File: src/rtl/sfq_pkg.sv
package sfq_pkg;

  // Strobes from the control to the datapath, one per state change.
  typedef struct packed {
    logic push;
    logic pop;
    logic flush;
  } sfqStrobe_t;

  // Size code: 0 byte, 1 half, 2 word, 3 double.
  function automatic logic isAligned(input logic [2:0] low, input logic [1:0] size);
    logic ok;
    case (size)
      2'd0:    ok = 1'b1;
      2'd1:    ok = (low[0] == 1'b0);
      2'd2:    ok = (low[1:0] == 2'b00);
      default: ok = (low == 3'b000);
    endcase
    return ok;
  endfunction

endpackage

File: src/rtl/sfq_data.sv
module sfq_data
  import sfq_pkg::*;
#(
  parameter int DEPTH = 8,
  parameter int AW    = 32,
  parameter int DW    = 64,
  localparam int PW   = $clog2(DEPTH),
  localparam int CW   = $clog2(DEPTH + 1)
) (
  input  logic          clk,
  input  logic          rst_n,
  input  sfqStrobe_t    strobe,
  input  logic [AW-1:0] stAddr,
  input  logic [1:0]    stSize,
  input  logic [DW-1:0] stData,
  input  logic [CW-1:0] liveCnt,
  input  logic [CW-1:0] keepCnt,
  input  logic [AW-1:0] ldAddr,
  input  logic [1:0]    ldSize,
  output logic          hitAny,
  output logic          hitExact,
  output logic [DW-1:0] fwdData,
  output logic [AW-1:0] drainAddr,
  output logic [1:0]    drainSize,
  output logic [DW-1:0] drainData
);

  logic [AW-1:0] entAddr [DEPTH];
  logic [1:0]    entSize [DEPTH];
  logic [DW-1:0] entData [DEPTH];

  logic [PW-1:0] head, tail, headNxt;

  assign headNxt = head + PW'(strobe.pop);

  always_ff @(posedge clk or negedge rst_n) begin
    if (!rst_n) begin
      head <= '0;
      tail <= '0;
    end else begin
      head <= headNxt;
      if (strobe.flush)
        tail <= PW'(CW'(headNxt) + keepCnt);
      else if (strobe.push)
        tail <= tail + PW'(1);
    end
  end

  always_ff @(posedge clk) begin
    if (strobe.push) begin
      entAddr[tail] <= stAddr;
      entSize[tail] <= stSize;
      entData[tail] <= stData;
    end
  end

  // Byte ranges [a, a + 2^size) intersect.
  function automatic logic rangesMeet(input logic [AW-1:0] aA, input logic [1:0] sA,
                                      input logic [AW-1:0] aB, input logic [1:0] sB);
    logic [AW:0] loA, hiA, loB, hiB;
    loA = {1'b0, aA};
    loB = {1'b0, aB};
    hiA = loA + ((AW+1)'(1) << sA);
    hiB = loB + ((AW+1)'(1) << sB);
    return (loA < hiB) && (loB < hiA);
  endfunction

  // Scan oldest to youngest; the last overlap found is the youngest.
  always_comb begin
    hitAny   = 1'b0;
    hitExact = 1'b0;
    fwdData  = '0;
    for (int i = 0; i < DEPTH; i++) begin
      logic [PW-1:0] idx;
      idx = head + PW'(i);
      if ((CW'(i) < liveCnt) && rangesMeet(entAddr[idx], entSize[idx], ldAddr, ldSize)) begin
        hitAny   = 1'b1;
        hitExact = (entAddr[idx] == ldAddr) && (entSize[idx] == ldSize);
        fwdData  = entData[idx];
      end
    end
  end

  assign drainAddr = entAddr[head];
  assign drainSize = entSize[head];
  assign drainData = entData[head];

endmodule

File: src/rtl/sfq_ctrl.sv
module sfq_ctrl
  import sfq_pkg::*;
#(
  parameter int DEPTH = 8,
  parameter int AW    = 32,
  localparam int CW   = $clog2(DEPTH + 1)
) (
  input  logic          clk,
  input  logic          rst_n,
  input  logic          stValid,
  input  logic          stMis,
  input  logic [AW-1:0] stAddr,
  input  logic          ldValid,
  input  logic          ldMis,
  input  logic [AW-1:0] ldAddr,
  input  logic          hitAny,
  input  logic          hitExact,
  input  logic          commitValid,
  input  logic          flush,
  input  logic          drainReady,
  input  logic          trapAck,
  output sfqStrobe_t    strobe,
  output logic [CW-1:0] liveCnt,
  output logic [CW-1:0] keepCnt,
  output logic          stReady,
  output logic          ldReady,
  output logic          ldFwd,
  output logic          drainValid,
  output logic          trapValid,
  output logic          trapIsLoad,
  output logic [AW-1:0] trapAddr
);

  logic [CW-1:0] count, cmtCnt;
  logic full, stFire, pushDo, popDo, commitDo, ldTrap, stTrap;

  assign full     = (count == CW'(DEPTH));
  // A misaligned load is older than a same-cycle store, so the store waits.
  assign stReady  = !trapValid && !flush && !full && !(ldValid && ldMis);
  assign ldReady  = !trapValid && (ldMis || !hitAny || hitExact);
  assign ldFwd    = ldValid && !trapValid && !ldMis && hitAny && hitExact;

  assign stFire   = stValid && stReady;
  assign pushDo   = stFire && !stMis;
  assign stTrap   = stFire && stMis;
  assign ldTrap   = ldValid && ldMis && !trapValid;

  assign drainValid = (cmtCnt != '0);
  assign popDo      = drainValid && drainReady;
  assign commitDo   = commitValid && !flush && (cmtCnt < count);
  assign keepCnt    = cmtCnt - CW'(popDo);
  assign liveCnt    = count;

  assign strobe.push  = pushDo;
  assign strobe.pop   = popDo;
  assign strobe.flush = flush;

  always_ff @(posedge clk or negedge rst_n) begin
    if (!rst_n) begin
      count  <= '0;
      cmtCnt <= '0;
    end else begin
      if (flush)
        count <= keepCnt;
      else
        count <= count + CW'(pushDo) - CW'(popDo);
      cmtCnt <= cmtCnt + CW'(commitDo) - CW'(popDo);
    end
  end

  always_ff @(posedge clk or negedge rst_n) begin
    if (!rst_n) begin
      trapValid  <= 1'b0;
      trapIsLoad <= 1'b0;
      trapAddr   <= '0;
    end else if (trapValid) begin
      if (trapAck) trapValid <= 1'b0;
    end else if (ldTrap) begin
      trapValid  <= 1'b1;
      trapIsLoad <= 1'b1;
      trapAddr   <= ldAddr;
    end else if (stTrap) begin
      trapValid  <= 1'b1;
      trapIsLoad <= 1'b0;
      trapAddr   <= stAddr;
    end
  end

endmodule

File: src/rtl/store_queue_top.sv
module store_queue_top
  import sfq_pkg::*;
#(
  parameter int DEPTH = 8,
  parameter int AW    = 32,
  parameter int DW    = 64,
  localparam int CW   = $clog2(DEPTH + 1)
) (
  input  logic          clk,
  input  logic          rst_n,
  input  logic          stValid,
  output logic          stReady,
  input  logic [AW-1:0] stAddr,
  input  logic [1:0]    stSize,
  input  logic [DW-1:0] stData,
  input  logic          ldValid,
  output logic          ldReady,
  input  logic [AW-1:0] ldAddr,
  input  logic [1:0]    ldSize,
  output logic          ldFwd,
  output logic [DW-1:0] ldFwdData,
  input  logic          commitValid,
  input  logic          flush,
  output logic          drainValid,
  input  logic          drainReady,
  output logic [AW-1:0] drainAddr,
  output logic [1:0]    drainSize,
  output logic [DW-1:0] drainData,
  output logic          trapValid,
  output logic          trapIsLoad,
  output logic [AW-1:0] trapAddr,
  input  logic          trapAck
);

  sfqStrobe_t    strobe;
  logic [CW-1:0] liveCnt, keepCnt;
  logic          hitAny, hitExact, stMis, ldMis;

  assign stMis = !isAligned(stAddr[2:0], stSize);
  assign ldMis = !isAligned(ldAddr[2:0], ldSize);

  sfq_ctrl #(.DEPTH(DEPTH), .AW(AW)) ctrl_i (
    .clk(clk), .rst_n(rst_n),
    .stValid(stValid), .stMis(stMis), .stAddr(stAddr),
    .ldValid(ldValid), .ldMis(ldMis), .ldAddr(ldAddr),
    .hitAny(hitAny), .hitExact(hitExact),
    .commitValid(commitValid), .flush(flush), .drainReady(drainReady), .trapAck(trapAck),
    .strobe(strobe), .liveCnt(liveCnt), .keepCnt(keepCnt),
    .stReady(stReady), .ldReady(ldReady), .ldFwd(ldFwd), .drainValid(drainValid),
    .trapValid(trapValid), .trapIsLoad(trapIsLoad), .trapAddr(trapAddr)
  );

  sfq_data #(.DEPTH(DEPTH), .AW(AW), .DW(DW)) data_i (
    .clk(clk), .rst_n(rst_n), .strobe(strobe),
    .stAddr(stAddr), .stSize(stSize), .stData(stData),
    .liveCnt(liveCnt), .keepCnt(keepCnt),
    .ldAddr(ldAddr), .ldSize(ldSize),
    .hitAny(hitAny), .hitExact(hitExact), .fwdData(ldFwdData),
    .drainAddr(drainAddr), .drainSize(drainSize), .drainData(drainData)
  );

endmodule

File: config.mk
export PLATFORM = sky130hd
export DESIGN_NAME = store_queue_top
export DESIGN_NICKNAME = d
export VERILOG_FILES = /design/src/rtl/sfq_pkg.sv /design/src/rtl/sfq_data.sv /design/src/rtl/sfq_ctrl.sv /design/src/rtl/store_queue_top.sv
export SDC_FILE = /design/constraint.sdc
export NUM_CORES = 2
export LEC_CHECK = 0
export BUFFER_PORTS_ARGS = -buffer_cell sky130_fd_sc_hd__buf_2
export CORE_ASPECT_RATIO = 1.75
export CORE_MARGIN = 5
export CORE_UTILIZATION = 58
export DETAILED_ROUTE_END_ITERATION = 16
export GPL_ROUTABILITY_DRIVEN = 0
export GPL_TIMING_DRIVEN = 0
export PLACE_DENSITY = 0.79
export SYNTH_ARGS = -nofsm -noshare
export SYNTH_HDL_FRONTEND = slang
export SYNTH_SLANG_ARGS = --single-unit
File: constraint.sdc
create_clock -name clk -period 11.2 [get_ports clk]
set_input_delay 2.24 -clock clk [delete_from_list [all_inputs] [get_ports clk]]
set_output_delay 2.24 -clock clk [all_outputs]
set_load 0.005 [all_outputs]
==> flow_summary.ini, run 1 <==
[synthesis]
syn-mean-instance-area_um2 = 11.4
synth_cell_types = 102
syn_inst = 7107
syn_area_um2 = 81100
synth-main-ff-cell = edfxtp_1
yosys.area.top_type_share_pct = 29.0
synth_nets = 7813
synth_edf_count = 784
post-synth-top-area-cell = edfxtp_1
synthTopCellsByArea = edfxtp_1 29%, mux4_2 22%, ha_1 8.6%
synthArstFlopShare_pct = 5.77
ys_ff_latch = 832
seq_area_frac_synth_pct = 30.5
ys.warnings.count = 0

[placed_design]
placedInstanceArea_um2 = 86100
port_buffers = 337
dpl.hpwl_mm = 289
place_ws_ns = -6.42

[floorplan]
initial_utilization_pct = 58.3
pin_count = 340
row_count = 181
die_w_um = 293
chipHeight_um = 505

[clocking]
cts_buffers = 76
hold_buffers = 0
clk_path_buf_depth = 3
clockRootBuffer = clkbuf_16
htreeDepth = 3
clock_sinks = 832

[run_status]
status = did not finish
error = [ERROR GRT-0116] Global routing finished with congestion. Check the congestion regions in the DRC Viewer.
stop_stage = global routing

[grt]
grt_pass1_wl_mm = 651
grt-ovfl-total = 284
track_usage_pct = 60.0
grt_max_degree = 47
grt_pass1_vias = 86300
==> synthesized netlist by cell type, types with 23 or more instances <==
library cell  instances
and3_1              101
mux4_1               34
nor4_1               55
xor2_1              201
nor2b_1              55
mux2_2               65
nor2_1              207
nand2b_1             36
a221oi_1            139
ha_1                554
buf_4                46
o21ai_0             188
a21o_1              121
mux4_2              781
nand2_1             986
a22oi_1              24
a21oi_1             341
xnor2_1             359
edfxtp_1            784
dfrtp_1              48
clkbuf_1            215
and2_1               25
inv_1               221
nand3_1             217
buf_2               129
nor3_1               53
mux2i_1             542
buf_6                28
a211oi_1             23
buf_1                43
o31a_1               66
nand4_1             140
==> routing by layer <==
| layer | overflow | global-route usage [%] |
|---|---|---|
| met3 | 4 | 46.8 |
| met5 | 6 | 23.7 |
| met4 | 125 | 59.0 |
| met1 | 8 | 57.4 |
| met2 | 141 | 76.7 |
==> cells by family after synthesis <==
family                     share of synthesized area (%)
AOI/OAI and AO/OA                                   8.64
xor gates and xnor gates                            6.15
adders and majority gates                           8.85
buffers and inverters                               4.12
DFF                                                 30.5
muxes                                               30.5
and+or+nand+nor                                     11.2
==> per-stage QoR <==
step | cells | TNS [ns] | hold slack, ns
2_1_floorplan | 7107 | 0 | 0.471
3_3_place_gp | 9274 | -4145.65 | 0.462
3_5_place_dp | 9337 | -412.38 | 0.477
4_1_cts | 9567 | -2.99 | 0.502
==> timing repair <==
item	CTS
resized for setup	627
setup buffers	100
gates cloned	7
endpoints found under the setup margin	66
pin swaps	95
==> run 2, diff against run 1 <==
--- a/config.mk
+++ b/config.mk
@@ -6,13 +6,12 @@
 export NUM_CORES = 2
 export LEC_CHECK = 0
 export BUFFER_PORTS_ARGS = -buffer_cell sky130_fd_sc_hd__buf_2
-export CORE_ASPECT_RATIO = 1.75
 export CORE_MARGIN = 5
-export CORE_UTILIZATION = 58
+export CORE_UTILIZATION = 40
 export DETAILED_ROUTE_END_ITERATION = 16
 export GPL_ROUTABILITY_DRIVEN = 0
 export GPL_TIMING_DRIVEN = 0
-export PLACE_DENSITY = 0.79
+export PLACE_DENSITY_LB_ADDON = 0.15
 export SYNTH_ARGS = -nofsm -noshare
 export SYNTH_HDL_FRONTEND = slang
 export SYNTH_SLANG_ARGS = --single-unit
==> constraint.sdc (replaced) <==
create_clock -name clk -period 14.6 [get_ports clk]
set_input_delay 2.92 -clock clk [delete_from_list [all_inputs] [get_ports clk]]
set_output_delay 2.92 -clock clk [all_outputs]
set_load 0.005 [all_outputs]
==> run 2 against run 1 <==
The flow now finishes, with violations (max-capacitance violations, max-slew violations, negative setup slack). Synthesized area is the same. Synthesized cell count is the same.
==> flow_summary.ini, run 2 <==
[final_layout]
fin_nets = 8315
stdcell_count = 10400
num-fill-cells = 18600
final_cell_mix = 984 x nand2_1, 784 x edfxtp_1, 781 x mux4_2
area_growth_syn_to_layout_pct = 12.1
reg_top3 = data_i.entData x512, data_i.entAddr x256, ctrl_i.trapAddr x32
largest_reg_flops = 512
top_register = data_i.entData
drive_above_1_share_pct = 23.1
final_common_cell = nand2_1

[synthesis]
synth_edf_count = 784
syn_inst = 7107
ys_ff_latch = 832
synthTopCellsByArea = edfxtp_1 29%, mux4_2 22%, ha_1 8.6%
synth_xor_area_share_pct = 6.15
syn_area_um2 = 81100
synth_nets = 7813
synth_compound_area_share_pct = 8.64
yosys.area.top_type_share_pct = 29.0
synthTopCellsByCount = 986 x nand2_1, 784 x edfxtp_1, 781 x mux4_2, 554 x ha_1, 542 x mux2i_1
yosysMostFrequentCell = nand2_1
synth_cell_types = 102
syn-mean-instance-area_um2 = 11.4
post-synth-top-area-cell = edfxtp_1
synth_top_family_by_area = multiplexers
synth_simple_gate_area_share_pct = 11.2
synthArstFlopShare_pct = 5.77
synthAdderAreaFrac_pct = 8.85
synth-main-ff-cell = edfxtp_1
seq_area_frac_synth_pct = 30.5
ys.warnings.count = 0
synth_mux_area_share_pct = 30.5

[floorplan]
dieArea_um2 = 212000
pin_count = 340
initial_utilization_pct = 40.1
chipHeight_um = 460
row_count = 165
core_um2 = 202000
die_w_um = 460

[sta]
slew_viol_final = 18
min_period_over_period_pct = 101
rsz0062_at_grt = no
tightest_slew_ns = 1.66
fin_setup_tns_ns = -0.950
finalClockSkew_ns = 0.0245
finalHoldViolCount = 0
maxSlewHeadroom_pct = -11.1
max_freq_mhz = 67.7
setup_violations = 23
fin_ws_ns = -0.172
holdWs_ns = 0.487
fin_crit_ns = 14.77

[grt]
antenna_found_initial = 45
grt-ovfl-total = 0
grt_pass1_wl_mm = 543
grt_max_degree = 49
track_usage_pct = 36.7
grt_pass1_vias = 68800

[clocking]
cts_tree = done
clk_latency_ns = 0.72
htreeDepth = 3
clk_path_buf_depth = 3
clock_sinks = 832
hold_buffers = 0
cts_buffers = 87
cts.clk_slew.worst_paths_ns = 0.06
clockRootBuffer = clkbuf_16

[run_status]
status = complete, but fails checks
violations = max-capacitance violations, max-slew violations, negative setup slack

[placed_design]
dpl.hpwl_mm = 307
port_buffers = 337
place_inst = 10200

[worst_setup_path]
cp_data_arrival_time_ns = 11.85
critPathKind = flop to output port
worstPathRequired_ns = 11.68
crit_path_start_kind = flop
startpoint = data_i.head[1]$_DFF_PN0_
r2r-start = data_i.head[2]$_DFF_PN0_
cp_max_fo = 10
cpPeakStageDelay_ns = 1.26
r2r_setup_slack_ns = 8.89
slowest_stage = a2111oi_0
crit_buf_inv = 9
endpoint_kind = output port
cp_top_family = compound AO/OA/AOI/OAI gates

[routing]
postRouteAntennaNets = 0
vias = 72700
post-route-drc-count = 0
drt-total-wl_mm = 400
wl_per_cell_um = 38.5
viasPerCell = 7.00
drtIter0Drc = 11100
firstDrtPassIters = 8

[worst_hold_path]
min_from = ctrl_i.trapIsLoad$_DFFE_PN0P_
hold_path.class = flop to flop

[job]
drv_cap = 4
==> run 2: cell counts after synthesis <==
No cell type changed its count.
==> run 2: final cells by class <==
cell class,count,area [um2],share of cell area (%)
Tap cell,2672,3340,3.68
Inverter,223,840,0.924
Antenna cell,36,90.1,0.0991
Multi-Input combinational cell,5577,53400,58.8
Sequential cell,832,24700,27.2
Timing Repair Buffer,420,2910,3.20
Clock buffer,96,2230,2.45
Clock inverter,68,678,0.746
Buffer,468,2620,2.89
==> run 2: worst register-to-register path, delay by kind of cell, from the launching register on <==
kind,cells,cell delay (ns)
simple gates,1,0.06
buf+inv,10,4.44
flops,1,0.31
compound gates,1,0.10
xor+xnor,3,0.71
==> run 2: path summary, 6_finish.rpt <==
kind	cells past startpoint	to
min reg2reg	2	ctrl_i.trapIsLoad$_DFFE_PN0P_
max	30	ldFwdData[62]
min	2	ctrl_i.trapIsLoad$_DFFE_PN0P_
max in group asynchronous	1	ctrl_i.trapAddr[3]$_DFFE_PN0P_
min in group asynchronous	1	ctrl_i.trapAddr[21]$_DFFE_PN0P_
max reg2reg	15	data_i.tail[2]$_DFFE_PN0P_
==> run 2: repair_timing <==
action	4_1_cts	5_1_grt
gates resized for setup	106	49
buffers inserted	15	2
cloned	0	0
setup endpoints to repair	66	66
pin swaps	6	4
endpoints found under the hold margin	0	0
==> run 2: kinds of logic after synthesis <==
family / count (synthesis)
DFF: 832
AOI/OAI and AO/OA: 1060
and+or+nand+nor: 1960
adders and majority gates: 566
muxes: 1426
xor gates and xnor gates: 565
buffers and inverters: 698
==> run 2: per-stage QoR <==
stage               setup slack, ns  cell area [um2]  util (%)
finish                       -0.172            90900      45.0
global placement              -8.65            86100      42.6
detailed placement            -4.87            87200      43.2
global route                 0.0136            90800      45.0
floorplan                      2.82            81100         -
CTS                         0.00366            90600      44.9
==> run 2: routing by layer <==
layer  track usage, %  vias up  part of all wire [%]
li1                 -    28900                     -
met1             43.3    36100                    34
met2             54.3     6208                    42
met3             14.4     1504                    14
met4             26.6       22                   9.4
met5            0.574        -                  0.13
Power of run 2 is left out: the tool's default activity adds up to more than one toggle a clock period on the data nets, which glitch-free logic cannot reach.
